File: src/rtl/ppi_pkg.sv
package ppi_pkg;
    localparam int PORT_W = 8;
    localparam int NIB_W  = PORT_W / 2;
    localparam int SEL_W  = $clog2(PORT_W);

    typedef enum logic [1:0] {
        ADR_A   = 2'b00,
        ADR_B   = 2'b01,
        ADR_C   = 2'b10,
        ADR_CTL = 2'b11
    } addr_e;

    // Field order matches control word bits 6..0
    typedef struct packed {
        logic [1:0] grp_a_mode;
        logic       a_is_in;
        logic       cu_is_in;
        logic       b_mode;
        logic       b_is_in;
        logic       cl_is_in;
    } cfg_t;

    localparam cfg_t CFG_RESET = '{grp_a_mode: 2'b00, a_is_in: 1'b1, cu_is_in: 1'b1,
                                   b_mode: 1'b0, b_is_in: 1'b1, cl_is_in: 1'b1};

    typedef enum logic {S_IDLE, S_HOLD} strobe_st_e;
endpackage

File: src/rtl/ppi_strobe_fsm.sv
module ppi_strobe_fsm
    import ppi_pkg::*;
(
    input  logic clk,
    input  logic rst_n,
    input  logic cs_n,
    input  logic wr_n,
    output logic wr_fire
);
    strobe_st_e state, state_nx;
    logic       strobe;

    assign strobe = !cs_n && !wr_n;

    always_ff @(posedge clk or negedge rst_n) begin
        if (!rst_n) state <= S_IDLE;
        else        state <= state_nx;
    end

    always_comb begin
        state_nx = state;
        unique case (state)
            S_IDLE: if (strobe)  state_nx = S_HOLD;
            S_HOLD: if (!strobe) state_nx = S_IDLE;
            default:             state_nx = S_IDLE;
        endcase
    end

    always_comb begin
        wr_fire = 1'b0;
        unique case (state)
            S_IDLE:  wr_fire = strobe;
            S_HOLD:  wr_fire = 1'b0;
            default: wr_fire = 1'b0;
        endcase
    end
endmodule

File: src/rtl/ppi_regs.sv
module ppi_regs
    import ppi_pkg::*;
(
    input  logic              clk,
    input  logic              rst_n,
    input  logic              wr_fire,
    input  logic [1:0]        addr,
    input  logic [PORT_W-1:0] wdata,
    output cfg_t              cfg,
    output logic [PORT_W-1:0] pa_lat,
    output logic [PORT_W-1:0] pb_lat,
    output logic [PORT_W-1:0] pc_lat
);
    always_ff @(posedge clk or negedge rst_n) begin
        if (!rst_n) begin
            cfg    <= CFG_RESET;
            pa_lat <= '0;
            pb_lat <= '0;
            pc_lat <= '0;
        end else if (wr_fire) begin
            unique case (addr_e'(addr))
                ADR_A: pa_lat <= wdata;
                ADR_B: pb_lat <= wdata;
                ADR_C: pc_lat <= wdata;
                ADR_CTL: begin
                    if (wdata[PORT_W-1]) begin
                        cfg    <= cfg_t'(wdata[PORT_W-2:0]);
                        pa_lat <= '0;
                        pb_lat <= '0;
                        pc_lat <= '0;
                    end else begin
                        pc_lat[wdata[SEL_W:1]] <= wdata[0];
                    end
                end
                default: ;
            endcase
        end
    end
endmodule

File: src/rtl/ppi_rdmux.sv
module ppi_rdmux
    import ppi_pkg::*;
(
    input  cfg_t              cfg,
    input  logic [1:0]        addr,
    input  logic              rd_active,
    input  logic [PORT_W-1:0] pa_lat,
    input  logic [PORT_W-1:0] pb_lat,
    input  logic [PORT_W-1:0] pc_lat,
    input  logic [PORT_W-1:0] pa_in,
    input  logic [PORT_W-1:0] pb_in,
    input  logic [PORT_W-1:0] pc_in,
    output logic [PORT_W-1:0] dout
);
    logic [PORT_W-1:0] pa_view, pb_view, pc_view;

    assign pa_view = cfg.a_is_in ? pa_in : pa_lat;
    assign pb_view = cfg.b_is_in ? pb_in : pb_lat;

    for (genvar g = 0; g < 2; g++) begin : g_half
        logic half_in;
        assign half_in = (g == 1) ? cfg.cu_is_in : cfg.cl_is_in;
        assign pc_view[g*NIB_W +: NIB_W] = half_in ? pc_in[g*NIB_W +: NIB_W]
                                                   : pc_lat[g*NIB_W +: NIB_W];
    end

    always_comb begin
        dout = '0;
        if (rd_active) begin
            unique case (addr_e'(addr))
                ADR_A:   dout = pa_view;
                ADR_B:   dout = pb_view;
                ADR_C:   dout = pc_view;
                ADR_CTL: dout = {1'b1, cfg};
                default: dout = '0;
            endcase
        end
    end
endmodule

File: src/rtl/ppi_top.sv
module ppi_top
    import ppi_pkg::*;
(
    input  logic              clk,
    input  logic              rst_n,
    input  logic              cs_n,
    input  logic [1:0]        addr,
    input  logic              rd_n,
    input  logic              wr_n,
    input  logic [PORT_W-1:0] din,
    output logic [PORT_W-1:0] dout,
    input  logic [PORT_W-1:0] pa_in,
    output logic [PORT_W-1:0] pa_out,
    output logic [PORT_W-1:0] pa_oe,
    input  logic [PORT_W-1:0] pb_in,
    output logic [PORT_W-1:0] pb_out,
    output logic [PORT_W-1:0] pb_oe,
    input  logic [PORT_W-1:0] pc_in,
    output logic [PORT_W-1:0] pc_out,
    output logic [PORT_W-1:0] pc_oe
);
    logic wr_fire;
    cfg_t cfg;

    ppi_strobe_fsm u_fsm (
        .clk(clk), .rst_n(rst_n), .cs_n(cs_n), .wr_n(wr_n), .wr_fire(wr_fire)
    );

    ppi_regs u_regs (
        .clk(clk), .rst_n(rst_n), .wr_fire(wr_fire), .addr(addr), .wdata(din),
        .cfg(cfg), .pa_lat(pa_out), .pb_lat(pb_out), .pc_lat(pc_out)
    );

    ppi_rdmux u_rdmux (
        .cfg(cfg), .addr(addr), .rd_active(!cs_n && !rd_n),
        .pa_lat(pa_out), .pb_lat(pb_out), .pc_lat(pc_out),
        .pa_in(pa_in), .pb_in(pb_in), .pc_in(pc_in), .dout(dout)
    );

    assign pa_oe = {PORT_W{!cfg.a_is_in}};
    assign pb_oe = {PORT_W{!cfg.b_is_in}};
    assign pc_oe = {{NIB_W{!cfg.cu_is_in}}, {NIB_W{!cfg.cl_is_in}}};
endmodule

File: config.mk
export PLATFORM = sky130hd
export DESIGN_NAME = ppi_top
export DESIGN_NICKNAME = d
export VERILOG_FILES = /design/src/rtl/ppi_pkg.sv /design/src/rtl/ppi_strobe_fsm.sv /design/src/rtl/ppi_regs.sv /design/src/rtl/ppi_rdmux.sv /design/src/rtl/ppi_top.sv
export SDC_FILE = /design/constraint.sdc
export NUM_CORES = 1
export LEC_CHECK = 0
export BUFFER_PORTS_ARGS = -buffer_cell sky130_fd_sc_hd__buf_2
export CORE_AREA = 2 2 99 82
export DETAILED_ROUTE_END_ITERATION = 6
export DIE_AREA = 0 0 101 84
export HOLD_SLACK_MARGIN = 0.02
export PLACE_DENSITY = 0.6
export SLEW_MARGIN = 20
export SYNTH_ARGS = -nofsm -noshare
export SYNTH_HDL_FRONTEND = slang
export SYNTH_SLANG_ARGS = --single-unit
File: constraint.sdc
create_clock -name clk -period 1.7 [get_ports clk]
set_clock_uncertainty 0.2 [all_clocks]
set_input_delay 0.085 -clock clk [delete_from_list [all_inputs] [get_ports clk]]
set_output_delay 0.085 -clock clk [all_outputs]
set_load 0.005 [all_outputs]
==> metrics.yaml <==
status:
  status: "finished with violations"
  violations: "negative setup slack"
finish:
  seq_area_um2: 805.8
  multi_input_area_mm2: 0.001272
  final_common_cell: "buf_2"
  final_cell_mix: "buf_2, mux2_2, dfrtp_1"
  drive_above_1_share_pct: 62.87
  nFillCells: 762
  num_antenna_cells: 0
  nets: 345
  syn_to_final_growth_pct: 43.29
flow_run:
  drv_cap: 0
grt:
  grt_pass1_vias: 1895
  antenna_found_initial: 0
  grt.overflow.total: 0
  grt_pass1_wl_mm: 10.52
  grt_max_degree: 33
  grt_usage_pct: 16.28
floorplan:
  num_rows: 29
  die_x_um: 101
  ios: 95
  core-area_mm2: 0.007620
  start_util_pct: 28.52
  dieArea_mm2: 0.008484
  die_h_um: 84
drt:
  drc_errors: 0
  avgRoutedWirePerCell_um: 16.92
  wl_mm: 6.769
  dr.pass1.iters: 4
  viasPerCell: 5.035
  num_vias: 2014
  drt-initial-drc-count: 65
  ant_nets: 0
cts:
  cts_sinks: 32
  path_clk_slew_ns: 0.07
  cts_made_buffers: 5
  cts_max_level: 2
  clockBufferDepth: 2
  cts_tree: "yes"
  clock-root-buffer: "clkbuf_8"
  insertion_delay_ns: 0.29
setup_path:
  worstSetupEndpointType: "primary output"
  crit_chain: "buf_12, mux2_2, o22ai_1, nor2_1, buf_2"
  cp.required_ns: 1.41
  arrival_ns: 1.66
  crit_type: "flip-flop to primary output"
  crit_family: "flip-flops"
  worst_setup_path_start_kind: "flip-flop"
  cp_slowest_cell: "dfstp_2"
  crit_fanout: 6
  cp_num_buf_inv: 2
  slowest_delay_ns: 0.59
placed_design:
  portBuffers: 94
  dp_hpwl_mm: 5.033
  gp_congestion: 0.8442
pwr:
  p_clk_share_pct: 24.0
  internal_power_mw: 2.104
  switching_power_mw: 0.9628
  seq_power_share_pct: 36.6
  p_comb_share_pct: 39.4
  vdd_ir_drop_max_mv: 0.3841
  switching_share_pct: 31.40
  leakagePower_nw: 1.470
  power_mw: 3.066
  p_per_area_mw_per_mm2: 984.7
timing:
  finalMaxSlewViolations: 0
  hold_viol_final: 0
  rsz0062_at_grt: "true"
  fmax_ghz: 0.5129
  finalWorstSetupSlack_ns: -0.2497
  setup_viol: 13
  tns_ns: -1.804
  min_period_over_period_pct: 114.7
  period_needed_ns: 1.950
  worst_pin_slew_ns: 0.4707
  timing.slew.headroom_pct: 68.62
synthesis:
  synth_ff_type: "dfrtp_1"
  seq_area_frac_synth_pct: 37.08
  postSynth.asyncResetShare_pct: 100.0
  avgSynthCellArea_um2: 10.50
  ys_seq_elements: 32
  syn_area_mm2: 0.002173
  yosysUniqueCellTypes: 42
  synth_edf_count: 0
  syn-instance-count: 207
  syn_nets: 246
  ys_warn_count: 0
min_path:
  hold_path.class: "primary input to flip-flop"
-- cell type report --
type / count / share of cell area (%)
clock buffers: 5 / 2.210
clock inverters: 3 / 1.366
repair buffers: 127 / 25.23
flip-flops and latches: 32 / 25.87
well taps: 93 / 3.736
multi-input cells: 134 / 40.86
inverters: 6 / 0.7232
-- kinds of logic after synthesis --
logic type / synth area share [%]
buffers and inverters: 11.00
DFF: 37.08
and+or+nand+nor: 12.72
muxes: 23.83
AOI/OAI and AO/OA: 15.37
-- what timing repair did --
action	4_1_cts	5_1_grt
cloned	1	0
setup endpoints to repair	22	30
buffers inserted	4	0
gates resized for setup	24	9
pin swaps	18	4
hold endpoints to repair	42	0
hold buffers	8	0
-- per-stage QoR --
stage               cell area [um^2]  hold WS [ns]  utilization, %  setup slack, ns  cells
floorplan                       2175       -0.4106               -         -0.06323    207
global placement                2706      -0.06277           35.52         -0.01388    379
CTS                             3074       0.03007           40.34          -0.2611    400
global route                    3114       0.06687           40.87          -0.3371    400
finish                          3114       0.04824           40.87          -0.2497    400
detailed placement              2706      -0.06367           35.52         -0.04343    379
-- state kept, by name, indices dropped and copies added, names as in the netlist --
register,count
u_regs.cfg,7
u_regs.pc_lat,8
u_regs.pa_lat,8
u_regs.pb_lat,8
u_fsm.state,1
-- tightest hold or removal path, cell delays in order --
cell	delay, ns
buf_2	0.16
nor4b_1	0.08
o211ai_1	0.09
o21ai_0	0.08
-- per-layer routing --
metal / track usage (%) / vias up / share of wire (%)
met3: 4.188 / 7 / 7.4
li1: - / 944 / -
met2: 23.88 / 93 / 44
met1: 24.09 / 970 / 48
met5: 0 / - / 0
met4: 3.317 / 0 / 1.1
-- power groups by stage --
stage | clock network (mW) | logic, mW | registers, mW
global placement | 0 | 1.05 | 1.13
global route | 0.781 | 1.33 | 1.15
finish | 0.737 | 1.21 | 1.12
CTS | 0.752 | 1.21 | 1.13
floorplan | 0 | 0.710 | 1.07
detailed placement | 0 | 1.06 | 1.13
-- cell usage after synthesis, types with 2 or more instances --
| cell | instances | area (um^2) |
|---|---|---|
| and2_1 | 7 | 43.79 |
| nand3b_1 | 4 | 30.03 |
| o21ai_0 | 4 | 20.02 |
| nand2b_1 | 3 | 18.77 |
| a21oi_1 | 12 | 60.06 |
| o211a_1 | 2 | 20.02 |
| nor2_1 | 9 | 33.78 |
| o221ai_1 | 5 | 43.79 |
| nand3_1 | 2 | 10.01 |
| o311ai_0 | 2 | 17.52 |
| a31oi_1 | 2 | 12.51 |
| dfrtp_1 | 28 | 700.7 |
| mux2_2 | 38 | 427.9 |
| nor2b_1 | 5 | 31.28 |
| mux2i_1 | 9 | 90.09 |
| o32a_2 | 4 | 45.04 |
| buf_2 | 2 | 10.01 |
| o22ai_1 | 5 | 31.28 |
| dfstp_2 | 4 | 105.1 |
| buf_4 | 20 | 150.1 |
| o32a_1 | 2 | 20.02 |
| clkbuf_1 | 11 | 41.29 |
| or3b_2 | 3 | 26.28 |
| inv_1 | 6 | 22.52 |
-- path summary, 6_finish.rpt --
path	startpoint	endpoint	slack [ns]	cells past startpoint
worst min-delay path	wr_n	u_regs.pc_lat[0]$_DFFE_PN0P_	0.05	4
worst min register to register	u_regs.cfg[2]$_DFFE_PN0P_	u_regs.cfg[2]$_DFFE_PN0P_	0.32	1
worst max-delay path	u_regs.cfg[4]$_DFFE_PN1P_	dout[4]	-0.25	5
max in group asynchronous	rst_n	u_regs.cfg[1]$_DFFE_PN1P_	0.82	3
min in group asynchronous	rst_n	u_regs.pb_lat[5]$_DFFE_PN0P_	0.14	3
worst max register to register	u_fsm.state$_DFF_PN0_	u_regs.pc_lat[1]$_DFFE_PN0P_	-0.03	3
Power figures use the tool's default switching activity.
